==> src/rtl/seq_pkg.sv <==
package seq_pkg;

   localparam int OPC_W = 4;

   localparam logic [OPC_W-1:0] OPC_HALT  = 4'h0;
   localparam logic [OPC_W-1:0] OPC_LOAD  = 4'h1;
   localparam logic [OPC_W-1:0] OPC_LDIMM = 4'h2;
   localparam logic [OPC_W-1:0] OPC_STORE = 4'h3;
   localparam logic [OPC_W-1:0] OPC_ADD   = 4'h4;
   localparam logic [OPC_W-1:0] OPC_SUB   = 4'h5;
   localparam logic [OPC_W-1:0] OPC_TRAP  = 4'h6;
   localparam logic [OPC_W-1:0] OPC_IEN   = 4'h7;
   localparam logic [OPC_W-1:0] OPC_USER  = 4'h8;

   typedef enum logic {
      ALU_ADD,
      ALU_SUB
   } alu_op_e;

   typedef enum logic [3:0] {
      ST_F_MAR,
      ST_F_CMD,
      ST_F_DAT,
      ST_CHECK,
      ST_EXEC,
      ST_X_MAR,
      ST_X_CMD,
      ST_X_DAT,
      ST_X_WR,
      ST_I_SAVE,
      ST_I_WR,
      ST_I_MAR,
      ST_I_CMD,
      ST_I_DAT,
      ST_STOP
   } seq_state_e;

endpackage

==> src/rtl/seq_alu.sv <==
module seq_alu
   import seq_pkg::*;
#(
   parameter int DW           = 16,
   parameter bit SHARED_ADDER = 1'b1
) (
   input  logic          clk,
   input  logic          rst_n,
   input  alu_op_e       op,
   input  logic [DW-1:0] lhs,
   input  logic [DW-1:0] rhs,
   input  logic          upd,
   output logic [DW-1:0] res,
   output logic          zf,
   output logic          nf
);

   localparam logic [DW-1:0] ONE_LSB = {{(DW-1){1'b0}}, 1'b1};

   logic is_sub;
   assign is_sub = (op == ALU_SUB);

   generate
      if (SHARED_ADDER) begin : g_shared
         logic [DW-1:0] rhs_eff;
         logic [DW-1:0] carry_in;
         assign rhs_eff  = is_sub ? ~rhs : rhs;
         assign carry_in = is_sub ? ONE_LSB : '0;
         assign res      = lhs + rhs_eff + carry_in;
      end else begin : g_split
         logic [DW-1:0] sum_v;
         logic [DW-1:0] dif_v;
         assign sum_v = lhs + rhs;
         assign dif_v = lhs - rhs;
         assign res   = is_sub ? dif_v : sum_v;
      end
   endgenerate

   always_ff @(posedge clk) begin
      if (!rst_n) begin
         zf <= 1'b0;
         nf <= 1'b0;
      end else if (upd) begin
         zf <= (res == '0);
         nf <= res[DW-1];
      end
   end

endmodule

==> src/rtl/seq_regfile.sv <==
module seq_regfile #(
   parameter int DW        = 16,
   parameter int RW        = 2,
   parameter bit REG_RESET = 1'b1
) (
   input  logic          clk,
   input  logic          rst_n,
   input  logic          we,
   input  logic [RW-1:0] waddr,
   input  logic [DW-1:0] wdata,
   input  logic [RW-1:0] ra_addr,
   output logic [DW-1:0] ra_data,
   input  logic [RW-1:0] rb_addr,
   output logic [DW-1:0] rb_data
);

   localparam int NREG = 1 << RW;

   logic [DW-1:0] cell_q [NREG];

   generate
      for (genvar i = 0; i < NREG; i++) begin : g_cell
         logic          hit;
         logic [DW-1:0] q;
         assign hit = we && (waddr == RW'(i));
         if (REG_RESET) begin : g_rst
            always_ff @(posedge clk) begin
               if (!rst_n)   q <= '0;
               else if (hit) q <= wdata;
            end
         end else begin : g_norst
            logic unused_rst;
            assign unused_rst = rst_n;
            always_ff @(posedge clk) begin
               if (hit) q <= wdata;
            end
         end
         assign cell_q[i] = q;
      end
   endgenerate

   assign ra_data = cell_q[ra_addr];
   assign rb_data = cell_q[rb_addr];

endmodule

==> src/rtl/seq_ctrl.sv <==
module seq_ctrl
   import seq_pkg::*;
#(
   parameter int DW        = 16,
   parameter int AW        = 10,
   parameter int RW        = 2,
   parameter int TRAP_BASE = 1000,
   parameter int TRAP_W    = 2
) (
   input  logic          clk,
   input  logic          rst_n,
   input  logic          irq,
   input  logic [DW-1:0] mem_rdata,
   output logic [AW-1:0] mem_addr,
   output logic [DW-1:0] mem_wdata,
   output logic          mem_rd,
   output logic          mem_wr,
   output logic          rf_we,
   output logic [RW-1:0] rf_waddr,
   output logic [DW-1:0] rf_wdata,
   output logic [RW-1:0] rf_ra,
   output logic [RW-1:0] rf_rb,
   input  logic [DW-1:0] rf_da,
   output alu_op_e       alu_op,
   output logic          alu_upd,
   input  logic [DW-1:0] alu_res,
   output logic [AW-1:0] pc,
   output logic          int_en,
   output logic          mode_sup,
   output logic          halted
);

   localparam int              EXT_W     = DW - AW;
   localparam logic [AW-1:0]   VEC_BASE  = AW'(TRAP_BASE);
   localparam logic [AW-1:0]   SAVE_ADDR = '0;
   localparam logic [AW-1:0]   IVEC_ADDR = AW'(1);
   localparam logic [AW-1:0]   PC_STEP   = AW'(1);

   seq_state_e    state_q;
   logic [AW-1:0] pc_q;
   logic [DW-1:0] ir_q;
   logic [AW-1:0] mar_q;
   logic [DW-1:0] mdr_q;
   logic          ie_q;
   logic          sup_q;
   logic          halt_q;

   logic [OPC_W-1:0]  opc;
   logic [RW-1:0]     rsel;
   logic [AW-1:0]     fld;
   logic [TRAP_W-1:0] tsel;
   logic [AW-1:0]     trap_addr;
   logic [DW-1:0]     imm_ext;
   logic [DW-1:0]     pc_ext;
   logic              mem_op;
   logic              alu_instr;

   assign opc       = ir_q[DW-1 -: OPC_W];
   assign rsel      = ir_q[AW +: RW];
   assign fld       = ir_q[AW-1:0];
   assign tsel      = fld[TRAP_W-1:0];
   assign trap_addr = VEC_BASE + {{(AW-TRAP_W){1'b0}}, tsel};
   assign imm_ext   = {{EXT_W{1'b0}}, fld};
   assign pc_ext    = {{EXT_W{1'b0}}, pc_q};
   assign mem_op    = (opc == OPC_LOAD) || (opc == OPC_STORE) || (opc == OPC_TRAP);
   assign alu_instr = (opc == OPC_ADD) || (opc == OPC_SUB);

   assign mem_addr  = mar_q;
   assign mem_wdata = mdr_q;
   assign mem_rd    = (state_q == ST_F_CMD) || (state_q == ST_X_CMD) || (state_q == ST_I_CMD);
   assign mem_wr    = (state_q == ST_X_WR) || (state_q == ST_I_WR);

   assign rf_ra    = rsel;
   assign rf_rb    = fld[RW-1:0];
   assign rf_waddr = rsel;
   assign alu_op   = (opc == OPC_SUB) ? ALU_SUB : ALU_ADD;
   assign alu_upd  = (state_q == ST_EXEC) && alu_instr;

   always_comb begin
      rf_we    = 1'b0;
      rf_wdata = alu_res;
      if (state_q == ST_EXEC) begin
         if (opc == OPC_LDIMM) begin
            rf_we    = 1'b1;
            rf_wdata = imm_ext;
         end else if (alu_instr) begin
            rf_we    = 1'b1;
         end
      end else if (state_q == ST_X_DAT && opc == OPC_LOAD) begin
         rf_we    = 1'b1;
         rf_wdata = mem_rdata;
      end
   end

   always_ff @(posedge clk) begin
      if (!rst_n) begin
         state_q <= ST_F_MAR;
         pc_q    <= '0;
         ir_q    <= '0;
         mar_q   <= '0;
         mdr_q   <= '0;
         ie_q    <= 1'b0;
         sup_q   <= 1'b1;
         halt_q  <= 1'b0;
      end else begin
         case (state_q)
            ST_F_MAR: begin
               mar_q   <= pc_q;
               state_q <= ST_F_CMD;
            end
            ST_F_CMD: state_q <= ST_F_DAT;
            ST_F_DAT: begin
               ir_q    <= mem_rdata;
               mdr_q   <= mem_rdata;
               state_q <= ST_CHECK;
            end
            ST_CHECK: begin
               if (irq && ie_q)  state_q <= ST_I_SAVE;
               else if (mem_op)  state_q <= ST_X_MAR;
               else              state_q <= ST_EXEC;
            end
            ST_EXEC: begin
               if (opc == OPC_HALT) begin
                  halt_q  <= 1'b1;
                  state_q <= ST_STOP;
               end else begin
                  if (opc == OPC_IEN)  ie_q  <= 1'b1;
                  if (opc == OPC_USER) sup_q <= 1'b0;
                  pc_q    <= pc_q + PC_STEP;
                  state_q <= ST_F_MAR;
               end
            end
            ST_X_MAR: begin
               if (opc == OPC_TRAP) begin
                  mar_q   <= trap_addr;
                  state_q <= ST_X_CMD;
               end else if (opc == OPC_STORE) begin
                  mar_q   <= fld;
                  mdr_q   <= rf_da;
                  state_q <= ST_X_WR;
               end else begin
                  mar_q   <= fld;
                  state_q <= ST_X_CMD;
               end
            end
            ST_X_CMD: state_q <= ST_X_DAT;
            ST_X_DAT: begin
               mdr_q <= mem_rdata;
               if (opc == OPC_TRAP) begin
                  pc_q  <= mem_rdata[AW-1:0];
                  sup_q <= 1'b1;
               end else begin
                  pc_q  <= pc_q + PC_STEP;
               end
               state_q <= ST_F_MAR;
            end
            ST_X_WR: begin
               pc_q    <= pc_q + PC_STEP;
               state_q <= ST_F_MAR;
            end
            ST_I_SAVE: begin
               ie_q    <= 1'b0;
               mar_q   <= SAVE_ADDR;
               mdr_q   <= pc_ext;
               state_q <= ST_I_WR;
            end
            ST_I_WR:  state_q <= ST_I_MAR;
            ST_I_MAR: begin
               mar_q   <= IVEC_ADDR;
               state_q <= ST_I_CMD;
            end
            ST_I_CMD: state_q <= ST_I_DAT;
            ST_I_DAT: begin
               mdr_q   <= mem_rdata;
               pc_q    <= mem_rdata[AW-1:0];
               sup_q   <= 1'b1;
               state_q <= ST_F_MAR;
            end
            ST_STOP:  state_q <= ST_STOP;
            default:  state_q <= ST_STOP;
         endcase
      end
   end

   assign pc       = pc_q;
   assign int_en   = ie_q;
   assign mode_sup = sup_q;
   assign halted   = halt_q;

endmodule

==> src/rtl/seq_core.sv <==
module seq_core
   import seq_pkg::*;
#(
   parameter int DW           = 16,
   parameter int AW           = 10,
   parameter int RW           = 2,
   parameter int TRAP_BASE    = 1000,
   parameter int TRAP_W       = 2,
   parameter bit SHARED_ADDER = 1'b1,
   parameter bit REG_RESET    = 1'b1
) (
   input  logic          clk,
   input  logic          rst_n,
   input  logic          irq,
   input  logic [DW-1:0] mem_rdata,
   output logic [AW-1:0] mem_addr,
   output logic [DW-1:0] mem_wdata,
   output logic          mem_rd,
   output logic          mem_wr,
   output logic [AW-1:0] pc,
   output logic          int_en,
   output logic          mode_sup,
   output logic          halted,
   output logic          flag_z,
   output logic          flag_n
);

   localparam int MEM_WORDS = 1 << AW;
   localparam int VEC_COUNT = 1 << TRAP_W;

   generate
      if (DW != OPC_W + RW + AW) begin : g_bad_layout
         $error("seq_core: DW must equal opcode + register + operand widths");
      end
      if (TRAP_W > RW && TRAP_W > AW) begin : g_bad_trapw
         $error("seq_core: TRAP_W wider than operand field");
      end
      if (TRAP_BASE + VEC_COUNT > MEM_WORDS || TRAP_BASE < 2) begin : g_bad_vec
         $error("seq_core: trap vectors fall outside memory or over words 0/1");
      end
   endgenerate

   logic          rf_we;
   logic [RW-1:0] rf_waddr;
   logic [DW-1:0] rf_wdata;
   logic [RW-1:0] rf_ra;
   logic [RW-1:0] rf_rb;
   logic [DW-1:0] rf_da;
   logic [DW-1:0] rf_db;
   alu_op_e       alu_op;
   logic          alu_upd;
   logic [DW-1:0] alu_res;

   seq_ctrl #(
      .DW(DW), .AW(AW), .RW(RW), .TRAP_BASE(TRAP_BASE), .TRAP_W(TRAP_W)
   ) u_ctrl (
      .clk(clk), .rst_n(rst_n), .irq(irq), .mem_rdata(mem_rdata),
      .mem_addr(mem_addr), .mem_wdata(mem_wdata), .mem_rd(mem_rd), .mem_wr(mem_wr),
      .rf_we(rf_we), .rf_waddr(rf_waddr), .rf_wdata(rf_wdata),
      .rf_ra(rf_ra), .rf_rb(rf_rb), .rf_da(rf_da),
      .alu_op(alu_op), .alu_upd(alu_upd), .alu_res(alu_res),
      .pc(pc), .int_en(int_en), .mode_sup(mode_sup), .halted(halted)
   );

   seq_regfile #(
      .DW(DW), .RW(RW), .REG_RESET(REG_RESET)
   ) u_rf (
      .clk(clk), .rst_n(rst_n), .we(rf_we), .waddr(rf_waddr), .wdata(rf_wdata),
      .ra_addr(rf_ra), .ra_data(rf_da), .rb_addr(rf_rb), .rb_data(rf_db)
   );

   seq_alu #(
      .DW(DW), .SHARED_ADDER(SHARED_ADDER)
   ) u_alu (
      .clk(clk), .rst_n(rst_n), .op(alu_op), .lhs(rf_da), .rhs(rf_db),
      .upd(alu_upd), .res(alu_res), .zf(flag_z), .nf(flag_n)
   );

endmodule

==> config.mk <==
export PLATFORM = sky130hd
export DESIGN_NAME = seq_core
export DESIGN_NICKNAME = d
export VERILOG_FILES = /design/src/rtl/seq_pkg.sv /design/src/rtl/seq_alu.sv /design/src/rtl/seq_regfile.sv /design/src/rtl/seq_ctrl.sv /design/src/rtl/seq_core.sv
export SDC_FILE = /design/constraint.sdc
export NUM_CORES = 1
export LEC_CHECK = 0
export ABC_AREA = 0
export BUFFER_PORTS_ARGS = -buffer_cell sky130_fd_sc_hd__buf_4
export CAP_MARGIN = 40
export CORE_UTILIZATION = 61
export CTS_CLUSTER_SIZE = 25
export DETAILED_ROUTE_END_ITERATION = 7
export PLACE_DENSITY = 0.8
export SYNTH_ARGS = -nofsm -noshare
export SYNTH_HDL_FRONTEND = slang
export SYNTH_SLANG_ARGS = --single-unit
==> constraint.sdc <==
create_clock -name clk -period 4.9 [get_ports clk]
set_input_delay 0.49 -clock clk [delete_from_list [all_inputs] [get_ports clk]]
set_output_delay 0.49 -clock clk [all_outputs]
set_load 0.005 [all_outputs]
==> impl_metrics.yaml <==
setup_path:
  critPathTopFamily: "compound AO/OA/AOI/OAI gates"
  worstPathArrival_ns: 4.36
  r2r_end: "u_rf.g_cell[0].q[14]"
  cp.required_ns: 5.24
  crit_chain: "nand4bb_1 -> xnor2_1 -> fa_1 -> a21o_1 -> a21o_1 -> a311oi_2 -> o21ai_1 -> a21oi_2 -> o21ai_1 -> xor2_1 -> mux2i_2 -> o31ai_1"
  cp-startpoint: "u_ctrl.ir_q[12]"
  reg2reg_setup_slack_ns: 0.88
  crit_end: "u_rf.g_cell[0].q[14]"
  crit_buf_inv: 0
  max_stage_delay_ns: 0.63
  r2r-start: "u_ctrl.ir_q[12]"
  end_kind: "register"
  slowest_stage: "nand4bb_1"
  worstPathMaxFanout: 12
  cp-start-kind: "register"
  crit_cells: 12
  r2r_cells: 12
  crit_type: "reg -> reg"
clock_network:
  ctsHoldBuffers: 0
  cts_sinks: 125
  clockBufferDepth: 2
  cts_root_buf: "clkbuf_16"
  cts_tree: "yes"
  htree_num_levels: 4
  post-cts-setup-buffer-count: 0
  clk_pin_slew_ns: 0.06
  cts_buffers: 17
  cts-resized-gates: 0
  clock_latency_ns: 0.44
floorplanning:
  fp.dieW_um: 113
  start_util: 0.623
  coreArea_mm2: 0.0120
  die_area_mm2: 0.0127
  io_pins: 62
  rows: 40
  die_h_um: 113
timing:
  rsz0062_at_grt: "no"
  final.setup.tns_ns: 0
  timing.final.ws_setup_ns: 0.875
  hold_viol: 0
  worstMarginPinSlew_ns: 0.967
  post-route-period-util: 0.821
  clock.fmax_mhz: 248
  final_max_slew_viol_count: 0
  setup_viol: 0
  relSlewSlack: 0.353
  fin_skew_ns: 0.0132
  min_period_ns: 4.02
global_route:
  grt_pass1_wl_um: 36500
  grt_overflow_total: 0
  grt_antenna_before_repair: 0
  grt_max_degree: 55
  grtUsageTotal: 0.375
  grt_pass1_vias: 6783
route:
  drc: 0
  wl_per_cell_um: 21.0
  vias: 7315
  dr.pass1.iters: 7
  drt-total-wl_um: 23200
  postRouteAntennaNets: 0
  drt-initial-drc-count: 879
  vias_per_cell: 6.65
logic_synthesis:
  synth_top_area_frac: 0.336
  ys.flop_type: "dfxtp_1"
  synthCells: 908
  synth_nets: 942
  ys_seq_elements: 125
  yosysSeqAreaShare: 0.336
  ys_top_cells_by_count: "nand2_1 (127), dfxtp_1 (125), nor2_1 (95)"
  syn-mean-instance-area_um2: 8.21
  async_flop_share: 0
  yosys.area.top_type: "dfxtp_1"
  synthTopCellsByArea: "dfxtp_1 (34%), mux4_2 (9.1%), nand2_1 (6.4%)"
  ys_types: 67
  synth-edff-count: 0
  yosys_warnings: 0
  syn_area_mm2: 0.00746
  synth.most_common_cell: "nand2_1"
worst_hold_path:
  hold_class: "in -> reg"
layout:
  syn_to_final_growth_pct: 15.5
  num-fill-cells: 927
  final_cell_area_mm2: 0.00861
  diodes: 0
  layout-drive-gt1-share: 0.182
  finalNetCount: 974
placement:
  numPortBuffers: 61
  hpwlAfterDp_um: 16600
  place_congestion: 1.00
  dp_slack_ns: 0.932
  dpl_cell_area_mm2: 0.00803
pwr:
  total_power_mw: 3.58
  p_leak_nw: 3.18
  powerDensity_mw_per_mm2: 416
  peakVddDrop_mv: 0.326
flow_run:
  maxCapViolCount: 0
status:
  status: "completed"
per-layer routing:
metal / vias to the layer above / part of all wire / global-route usage / routed length [µm]
met5: - / 0 / 0 / 0
met4: 0 / 0.032 / 0.170 / 736
met2: 420 / 0.47 / 0.580 / 10800
met1: 3463 / 0.41 / 0.505 / 9450
li1: 3373 / - / - / -
met3: 59 / 0.093 / 0.0783 / 2160
metrics by stage:
stage               utilization  hold WS, ns  cells
global route              0.720        0.327   1100
detailed placement        0.671        0.447   1068
CTS                       0.720        0.324   1100
global placement          0.669        0.438   1066
finish                    0.720        0.327   1100
floorplan                     -        0.438    908
flip-flops by register name (all words and copies together), names as in the netlist, 4 cells and up:
| register | count |
|---|---|
| u_ctrl.mem_wdata | 16 |
| u_ctrl.ir_q | 16 |
| u_ctrl.state_q | 4 |
| u_ctrl.pc | 10 |
| u_rf.g_cell.q | 64 |
| u_ctrl.mem_addr | 10 |
cell families (layout without fill, tap and decap cells):
logic type / Yosys count / in the layout / share of synthesized area
xor gates and xnor gates: 39 / 39 / 0.0497
and+or+nand+nor: 322 / 322 / 0.192
muxes: 50 / 50 / 0.124
adders and majority gates: 16 / 16 / 0.0277
AOI/OAI and AO/OA: 281 / 281 / 0.230
DFF: 125 / 125 / 0.336
buffers and inverters: 75 / 120 / 0.0409
how the worst min path moves through the flow:
stage,startpoint,slack [ns],to,cells past startpoint
2_1_floorplan,u_rf.g_cell[1].q[1],0.44,u_rf.g_cell[1].q[1],2
3_3_place_gp,u_ctrl.halted,0.44,u_ctrl.halted,2
3_5_place_dp,u_ctrl.halted,0.45,u_ctrl.halted,2
4_1_cts,mem_rdata[10],0.32,u_ctrl.mem_wdata[10],3
5_1_grt,mem_rdata[0],0.33,u_ctrl.pc[0],3
6_report,mem_rdata[10],0.33,u_ctrl.mem_wdata[10],3
layout make-up:
cell class | instances | area, µm² | area share
clock buffer | 18 | 439 | 0.0510
clock inverter | 14 | 145 | 0.0169
inverter | 6 | 22.5 | 0.00262
multi-input combinational | 708 | 4690 | 0.544
sequential | 125 | 2500 | 0.291
tap | 147 | 184 | 0.0214
timing repair buffer | 82 | 632 | 0.0734
layout by cell type (no fill, tap or decap), types with 7 or more instances in the layout:
master	netlist	routed
nor2_1	95	95
xor2_1	9	9
a21oi_1	88	88
a211oi_1	24	24
mux2i_1	9	9
o31ai_1	9	9
mux4_2	30	30
o21ai_1	13	13
nand2_1	127	127
o21ai_0	76	76
mux2_2	7	7
a31oi_1	8	8
o21a_1	9	9
nor3_1	18	16
clkbuf_16	0	17
xnor2_1	28	28
nand3_1	30	30
clkinvlp_4	0	7
a21o_1	9	9
buf_4	0	80
a22oi_1	18	18
dfxtp_1	125	125
nand2b_1	12	12
ha_1	14	14
worst register-to-register path, cell delays in order (launching register included):
cell and delay (ns):
dfxtp_1 0.56, nand4bb_1 0.63, xnor2_1 0.39, fa_1 0.47, a21o_1 0.18, a21o_1 0.21
a311oi_2 0.34, o21ai_1 0.13, a21oi_2 0.25, o21ai_1 0.12, xor2_1 0.22, mux2i_2 0.14
o31ai_1 0.28
where the power goes:
part / switching, mW / total (mW) / internal, mW
Clock: 0.495 / 1.25 / 0.758
Sequential: 0.152 / 1.30 / 1.15
Combinational: 0.604 / 1.03 / 0.424
(Power assumes the default switching activity.)
